==> src/rtl/spi_flag_pkg.sv <==
package spi_flag_pkg;
  typedef enum logic [1:0] {
    REG_CTRL = 2'd0,
    REG_STAT = 2'd1,
    REG_DATA = 2'd2
  } reg_sel_e;

  localparam int unsigned CTRL_EN   = 0;
  localparam int unsigned CTRL_MSTR = 1;
  localparam int unsigned CTRL_IE   = 2;

  localparam int unsigned ST_SSI = 0;
  localparam int unsigned ST_SSM = 1;
  localparam int unsigned ST_SOD = 2;

  // packed order matches status bits 7..4
  typedef struct packed {
    logic done;
    logic coll;
    logic ovrn;
    logic fault;
  } flags_t;
endpackage

==> src/rtl/spi_sync.sv <==
module spi_sync #(
  parameter int unsigned W      = 1,
  parameter int unsigned STAGES = 2,
  parameter logic [W-1:0] RST_VAL = '0
) (
  input  logic         clk_i,
  input  logic         rst_ni,
  input  logic [W-1:0] d_i,
  output logic [W-1:0] q_o
);
  logic [W-1:0] stg [STAGES];

  always_ff @(posedge clk_i or negedge rst_ni) begin
    if (!rst_ni) begin
      for (int i = 0; i < STAGES; i++) stg[i] <= RST_VAL;
    end else begin
      stg[0] <= d_i;
      for (int i = 1; i < STAGES; i++) stg[i] <= stg[i-1];
    end
  end

  assign q_o = stg[STAGES-1];
endmodule

==> src/rtl/spi_shift_engine.sv <==
module spi_shift_engine #(
  parameter int unsigned DW       = 8,
  parameter int unsigned SCK_HALF = 2
) (
  input  logic          clk_i,
  input  logic          rst_ni,
  input  logic          en_i,
  input  logic          mstr_i,
  input  logic          load_i,
  input  logic [DW-1:0] tx_i,
  input  logic          miso_i,
  input  logic          s_sck_i,
  input  logic          s_mosi_i,
  input  logic          s_sel_i,
  output logic          busy_o,
  output logic          done_o,
  output logic [DW-1:0] rx_o,
  output logic          sck_o,
  output logic          sdo_o
);
  localparam int unsigned CNT_W = $clog2(DW + 1);
  localparam int unsigned HW    = (SCK_HALF > 1) ? $clog2(SCK_HALF) : 1;

  logic [DW-1:0]    sreg;
  logic             smp;
  logic [CNT_W-1:0] bitcnt;
  logic             run;
  logic             sck_q;
  logic             sck_d;
  logic [HW-1:0]    tick;
  logic             done_q;

  always_ff @(posedge clk_i or negedge rst_ni) begin
    if (!rst_ni) begin
      sreg   <= '0;
      smp    <= 1'b0;
      bitcnt <= '0;
      run    <= 1'b0;
      sck_q  <= 1'b0;
      sck_d  <= 1'b0;
      tick   <= '0;
      done_q <= 1'b0;
    end else begin
      done_q <= 1'b0;
      sck_d  <= s_sck_i;
      if (!en_i) begin
        run    <= 1'b0;
        sck_q  <= 1'b0;
        bitcnt <= '0;
        tick   <= '0;
      end else if (mstr_i) begin
        if (!run) begin
          if (load_i) begin
            sreg   <= tx_i;
            run    <= 1'b1;
            tick   <= '0;
            bitcnt <= '0;
            sck_q  <= 1'b0;
          end
        end else if (tick == HW'(SCK_HALF - 1)) begin
          tick <= '0;
          if (!sck_q) begin
            sck_q  <= 1'b1;
            smp    <= miso_i;
            bitcnt <= bitcnt + CNT_W'(1);
          end else begin
            sck_q <= 1'b0;
            sreg  <= {sreg[DW-2:0], smp};
            if (bitcnt == CNT_W'(DW)) begin
              run    <= 1'b0;
              done_q <= 1'b1;
              bitcnt <= '0;
            end
          end
        end else begin
          tick <= tick + HW'(1);
        end
      end else begin
        if (!s_sel_i) begin
          bitcnt <= '0;
          if (load_i) sreg <= tx_i;
        end else if (s_sck_i && !sck_d) begin
          smp    <= s_mosi_i;
          bitcnt <= bitcnt + CNT_W'(1);
        end else if (!s_sck_i && sck_d && bitcnt != '0) begin
          sreg <= {sreg[DW-2:0], smp};
          if (bitcnt == CNT_W'(DW)) begin
            done_q <= 1'b1;
            bitcnt <= '0;
          end
        end else if (load_i) begin
          sreg <= tx_i;
        end
      end
    end
  end

  assign busy_o = run | (!mstr_i && bitcnt != '0);
  assign done_o = done_q;
  assign rx_o   = sreg;
  assign sck_o  = sck_q;
  assign sdo_o  = sreg[DW-1];
endmodule

==> src/rtl/spi_flag_seq.sv <==
module spi_flag_seq
  import spi_flag_pkg::*;
(
  input  logic   clk_i,
  input  logic   rst_ni,
  input  logic   stat_rd_i,
  input  logic   data_rd_i,
  input  logic   data_wr_i,
  input  logic   ctrl_wr_i,
  input  logic   done_i,
  input  logic   busy_i,
  input  logic   fault_evt_i,
  output flags_t flags_o,
  output logic   armed_o,
  output logic   wr_accept_o,
  output logic   rx_load_o
);
  flags_t fl_q;
  logic   armed_q;
  logic   fault_arm_q;
  logic   seq_clr;

  assign wr_accept_o = data_wr_i && !(fl_q.done && !armed_q);
  assign seq_clr     = armed_q && (data_rd_i || wr_accept_o);
  assign rx_load_o   = done_i && !fl_q.done;

  always_ff @(posedge clk_i or negedge rst_ni) begin
    if (!rst_ni) begin
      fl_q        <= '0;
      armed_q     <= 1'b0;
      fault_arm_q <= 1'b0;
    end else begin
      // status read (re)arms; any data access consumes the arm
      if (stat_rd_i)                     armed_q <= 1'b1;
      else if (data_rd_i || data_wr_i)   armed_q <= 1'b0;

      if (stat_rd_i)      fault_arm_q <= fl_q.fault;
      else if (ctrl_wr_i) fault_arm_q <= 1'b0;

      if (done_i)       fl_q.done <= 1'b1;
      else if (seq_clr) fl_q.done <= 1'b0;

      if (wr_accept_o && busy_i) fl_q.coll <= 1'b1;
      else if (seq_clr)          fl_q.coll <= 1'b0;

      if (done_i && fl_q.done) fl_q.ovrn <= 1'b1;
      else if (stat_rd_i)      fl_q.ovrn <= 1'b0;

      if (fault_evt_i)                   fl_q.fault <= 1'b1;
      else if (fault_arm_q && ctrl_wr_i) fl_q.fault <= 1'b0;
    end
  end

  assign flags_o = fl_q;
  assign armed_o = armed_q;
endmodule

==> src/rtl/spi_flag_unit.sv <==
module spi_flag_unit
  import spi_flag_pkg::*;
#(
  parameter int unsigned DW          = 8,
  parameter int unsigned SCK_HALF    = 2,
  parameter int unsigned SYNC_STAGES = 2
) (
  input  logic          clk_i,
  input  logic          rst_ni,
  input  logic [1:0]    addr_i,
  input  logic          wr_en_i,
  input  logic          rd_en_i,
  input  logic [DW-1:0] wdata_i,
  output logic [DW-1:0] rdata_o,
  output logic          irq_o,
  output logic          sck_o,
  output logic          sck_oe_o,
  input  logic          sck_i,
  output logic          mosi_o,
  output logic          mosi_oe_o,
  input  logic          mosi_i,
  output logic          miso_o,
  output logic          miso_oe_o,
  input  logic          miso_i,
  input  logic          ss_ni
);
  logic en_q, mstr_q, ie_q;
  logic sod_q, ssm_q, ssi_q;
  logic [DW-1:0] rx_buf;

  logic ctrl_wr, stat_wr, stat_rd, data_wr, data_rd;
  assign ctrl_wr = wr_en_i && addr_i == REG_CTRL;
  assign stat_wr = wr_en_i && addr_i == REG_STAT;
  assign stat_rd = rd_en_i && addr_i == REG_STAT;
  assign data_wr = wr_en_i && addr_i == REG_DATA;
  assign data_rd = rd_en_i && addr_i == REG_DATA;

  logic wdata_unused;
  assign wdata_unused = ^wdata_i[DW-1:3];

  logic [2:0] pin_sync;
  spi_sync #(.W(3), .STAGES(SYNC_STAGES), .RST_VAL(3'b100)) u_sync (
    .clk_i (clk_i),
    .rst_ni(rst_ni),
    .d_i   ({ss_ni, sck_i, mosi_i}),
    .q_o   (pin_sync)
  );

  logic ss_int, fault_evt;
  assign ss_int    = ssm_q ? ssi_q : pin_sync[2];
  assign fault_evt = en_q && mstr_q && !ss_int;

  logic eng_busy, eng_done, eng_sck, eng_sdo;
  logic [DW-1:0] eng_rx;
  flags_t flags;
  logic armed, wr_accept, rx_load;

  spi_flag_seq u_seq (
    .clk_i      (clk_i),
    .rst_ni     (rst_ni),
    .stat_rd_i  (stat_rd),
    .data_rd_i  (data_rd),
    .data_wr_i  (data_wr),
    .ctrl_wr_i  (ctrl_wr),
    .done_i     (eng_done),
    .busy_i     (eng_busy),
    .fault_evt_i(fault_evt),
    .flags_o    (flags),
    .armed_o    (armed),
    .wr_accept_o(wr_accept),
    .rx_load_o  (rx_load)
  );

  spi_shift_engine #(.DW(DW), .SCK_HALF(SCK_HALF)) u_eng (
    .clk_i   (clk_i),
    .rst_ni  (rst_ni),
    .en_i    (en_q),
    .mstr_i  (mstr_q),
    .load_i  (wr_accept && !eng_busy && en_q),
    .tx_i    (wdata_i),
    .miso_i  (miso_i),
    .s_sck_i (pin_sync[1]),
    .s_mosi_i(pin_sync[0]),
    .s_sel_i (!ss_int),
    .busy_o  (eng_busy),
    .done_o  (eng_done),
    .rx_o    (eng_rx),
    .sck_o   (eng_sck),
    .sdo_o   (eng_sdo)
  );

  always_ff @(posedge clk_i or negedge rst_ni) begin
    if (!rst_ni) begin
      en_q   <= 1'b0;
      mstr_q <= 1'b0;
      ie_q   <= 1'b0;
      sod_q  <= 1'b0;
      ssm_q  <= 1'b0;
      ssi_q  <= 1'b0;
      rx_buf <= '0;
    end else begin
      if (ctrl_wr) ie_q <= wdata_i[CTRL_IE];
      // fault release beats a concurrent control write
      if (fault_evt) begin
        en_q   <= 1'b0;
        mstr_q <= 1'b0;
      end else if (ctrl_wr) begin
        en_q   <= wdata_i[CTRL_EN];
        mstr_q <= wdata_i[CTRL_MSTR];
      end
      if (stat_wr) begin
        sod_q <= wdata_i[ST_SOD];
        ssm_q <= wdata_i[ST_SSM];
        ssi_q <= wdata_i[ST_SSI];
      end
      if (rx_load) rx_buf <= eng_rx;
    end
  end

  always_comb begin
    unique case (addr_i)
      REG_CTRL: rdata_o = DW'({ie_q, mstr_q, en_q});
      REG_STAT: rdata_o = DW'({flags, 1'b0, sod_q, ssm_q, ssi_q});
      REG_DATA: rdata_o = rx_buf;
      default:  rdata_o = '0;
    endcase
  end

  assign irq_o     = ie_q && (flags.done || flags.ovrn || flags.fault);
  assign sck_o     = eng_sck;
  assign sck_oe_o  = en_q && mstr_q;
  assign mosi_o    = eng_sdo;
  assign mosi_oe_o = en_q && mstr_q && !sod_q;
  assign miso_o    = eng_sdo;
  assign miso_oe_o = en_q && !mstr_q && !sod_q && !ss_int;
endmodule

==> config.mk <==
export PLATFORM = sky130hd
export DESIGN_NAME = spi_flag_unit
export DESIGN_NICKNAME = d
export VERILOG_FILES = /design/src/rtl/spi_flag_pkg.sv /design/src/rtl/spi_sync.sv /design/src/rtl/spi_shift_engine.sv /design/src/rtl/spi_flag_seq.sv /design/src/rtl/spi_flag_unit.sv
export SDC_FILE = /design/constraint.sdc
export NUM_CORES = 1
export LEC_CHECK = 0
export BUFFER_PORTS_ARGS = -buffer_cell sky130_fd_sc_hd__buf_2
export CORE_ASPECT_RATIO = 1.5
export CORE_MARGIN = 2
export CORE_UTILIZATION = 60
export DETAILED_ROUTE_END_ITERATION = 7
export GPL_ROUTABILITY_DRIVEN = 0
export HOLD_SLACK_MARGIN = 0.08
export PLACE_DENSITY_LB_ADDON = 0.3
export SYNTH_ARGS = -nofsm -noshare
export SYNTH_HDL_FRONTEND = slang
export SYNTH_SLANG_ARGS = --single-unit
==> constraint.sdc <==
create_clock -name clk_i -period 3.8 [get_ports clk_i]
set_input_delay 0.19 -clock clk_i [delete_from_list [all_inputs] [get_ports clk_i]]
set_output_delay 0.19 -clock clk_i [all_outputs]
set_load 0.1 [all_outputs]
==> reports/metrics.cfg <==
[power]
p_int_w = 0.0009217
ir_drop_mv = 0.4848
swShare_pct = 38.85
comb_power_share_pct = 31.0
p_seq_share_pct = 43.4
leakagePower_nw = 1.172
clkPwrFrac_pct = 25.6
netSwitchingPower_w = 0.0005855
powerDensity_nw_per_um2 = 596.0

[drt]
wire_per_inst_um = 17.42
drtPass1Iterations = 4
via_per_inst = 6.154
drtIter0Drc = 83
drt-total-wl_um = 4877
route.detailed.drc = 0
ant_nets = 0
vias = 1723

[global_routing]
grt_util_all_layers_pct = 27.76
grt.overflow.total = 0
grt_max_degree = 45
first_global_vias = 1715
grt_pass1_wl_um = 8404
antenna_found_initial = 0

[sta]
min_period_ns = 2.115
rsz0062_at_grt = no
hold_ws_ns = 0.1723
fin_tns_setup_ns = 0
finClkSkew_ns = 0.002994
finalWorstSetupSlack_ns = 1.685
hold_viol_final = 0
setup_violations = 0
fmax_mhz = 472.8
period_share_pct = 55.66
worstMarginPinSlew_ns = 0.9392
relSlewSlack_pct = 37.39
slew_viol_final = 0

[floorplan]
io_pins = 33
fp-row-count = 27
die_w_um = 53.76
core_sq_um = 3615
chipHeight_um = 78.64
dieArea_sq_um = 4228
initial_core_util_pct = 61.65

[synth]
synth.distinct_cells = 45
synth_area_per_cell_sq_um = 11.03
ys.flop_type = dfrtp_1
synthCells = 202
synth_area_sq_um = 2228
ys_seq_area_share_pct = 49.52
synth_area_leader_cell = dfrtp_1
ys_seq_elements = 44
synthArstFlopShare_pct = 100.0
synth_area_leaders = dfrtp_1 (47%), mux2_2 (7.1%), nand2_1 (3.4%)
synth_top_cell_area_share_pct = 47.16
synthesis.nets = 222
yosysWarnings = 0
synth_edf_count = 0

[finish]
fillers = 257
nNetsFinal = 256
drive_gt1_share_pct = 29.11
insertedDiodeCount = 0
finalNonFillerCells = 280
syn_to_final_growth_pct = 13.48

[worst_hold_path]
whs_endpoint = ssm_q
worstHoldStart = wdata_i[1]
holdCritPathClass = in2reg
worstHoldPathCells = 2

[critical_path]
cp_max_fo = 6
reg2reg_to = u_eng.rx_o[4]
cp_slowest_stage_delay_ns = 0.43
cp_num_buf_inv = 1
required_ns = 3.61
slowest_stage = buf_2
criticalPathCategory = reg2out
rr_worst_depth = 7
path_cells = mux2_4 -> nor2_4 -> nand2_1 -> nor2_1 -> buf_2
endpoint_kind = output pin
cp_top_family = simple AND/OR/NAND/NOR gates
crit-reg2reg-launch = u_eng.bitcnt[0]
worstPathArrival_ns = 1.92
regToRegSetupSlack_ns = 1.78
start_kind = flip-flop

[cts]
path_clk_slew_ns = 0.08
h-tree-depth = 2
cts_hold_buf = 4
cts_buffer_depth = 2
cts_setup_buffers = 0
cts_tree = yes
cts_buffers = 5
insertion_delay_ns = 0.30
cts-root-buf = clkbuf_8
cts_num_sinks = 44
cts-resized-gates = 0

[status]
outcome = completed

[place]
dp_hpwl_um = 3607
dp_cells = 268
port-buffer-count = 32
dp_slack_ns = 1.788

[job]
drv_cap = 0

[routing by layer]
metal	track usage (%)	vias up	wire, um
met1	35.14	854	1914
met5	0	-	0
li1	-	800	-
met4	11.28	0	130
met2	45.73	57	2662
met3	4.563	12	169
[worst max path at each step]
stage / end / cells past startpoint / slack (ns) / start
after floorplan: rdata_o[0] / 4 / 0.62 / en_q
after global placement: u_eng.rx_o[1] / 7 / 1.86 / u_eng.bitcnt[0]
after detailed placement: u_eng.rx_o[6] / 7 / 1.79 / u_eng.bitcnt[0]
after CTS: miso_oe_o / 5 / 1.67 / ssm_q
after global routing: miso_oe_o / 5 / 1.56 / ssm_q
final: miso_oe_o / 5 / 1.69 / ssm_q
[final cells by class]
class	instances	area [sq um]	area share, %
Tap cell	43	53.80	2.128
Multi-Input combinational cell	142	1018	40.28
Sequential cell	44	1104	43.64
Clock inverter	1	30.03	1.188
Inverter	7	26.28	1.039
Clock buffer	7	96.34	3.810
Timing Repair Buffer	36	200.2	7.917
[synth_stat cells (7+ instances only)]
cell type	instances
o22ai_1	10
a2bb2oi_1	8
nand2_1	20
nor2_1	10
o21ai_0	15
mux2_2	14
nor2b_1	7
inv_1	7
dfrtp_1	42
[sequential cells by signal, indices dropped and copies added, names as in the netlist]
signal,count
en_q,1
ie_q,1
mstr_q,1
rx_buf,8
sod_q,1
ssi_q,1
ssm_q,1
u_eng.bitcnt,4
u_eng.done_o,1
u_eng.run,1
u_eng.rx_o,8
u_eng.sck_d,1
u_eng.sck_o,1
u_eng.smp,1
u_eng.tick,1
u_seq.armed_o,1
u_seq.fault_arm_q,1
u_seq.flags_o,4
u_sync.q_o,3
u_sync.stg,3
[metrics by stage]
step                      utilization [%]  power, W  cell area, sq um
after floorplan                         -  0.001051              2228
after global placement              65.35  0.001113              2362
after detailed placement            65.35  0.001125              2362
after CTS                           69.96  0.001514              2529
after global routing                69.96  0.001582              2529
final                               69.96  0.001507              2529
[cell families after synthesis]
family	count (synthesis)	share of synthesized area (%)
buffers and inverters	16	4.773
multiplexers	20	9.994
AND/OR/NAND/NOR	59	14.43
adder cells (fa/ha/maj)	2	1.123
AO/OA/AOI/OAI	61	20.16
flip-flops	44	49.52
[power groups by stage]
stage / Clock [W] / Sequential, W / Combinational (W)
floorplan: 0 / 0.000643 / 0.000408
global placement: 0 / 0.000657 / 0.000456
detailed placement: 0 / 0.000661 / 0.000465
CTS: 0.000392 / 0.000653 / 0.000469
global route: 0.000416 / 0.000666 / 0.000501
finish: 0.000386 / 0.000654 / 0.000468
[cell usage in the layout (no fill, tap or decap), types with 7 or more instances in the layout]
cell type,synthesis,routed
buf_2,0,32
clkbuf_8,1,7
o21ai_0,15,15
mux2_2,14,14
dfrtp_1,42,42
nand2_1,20,20
inv_1,7,7
nor2_1,10,10
a2bb2oi_1,8,8
nor2b_1,7,7
o22ai_1,10,10
[worst reg2reg max path, stage by stage, from the launching register on]
cell	delay [ns]
dfrtp_1	0.41
inv_1	0.09
ha_1	0.15
or3b_4	0.40
a21oi_4	0.20
nand3_4	0.17
a21boi_4	0.33
a2bb2oi_1	0.20
(Power assumes the default switching activity.)
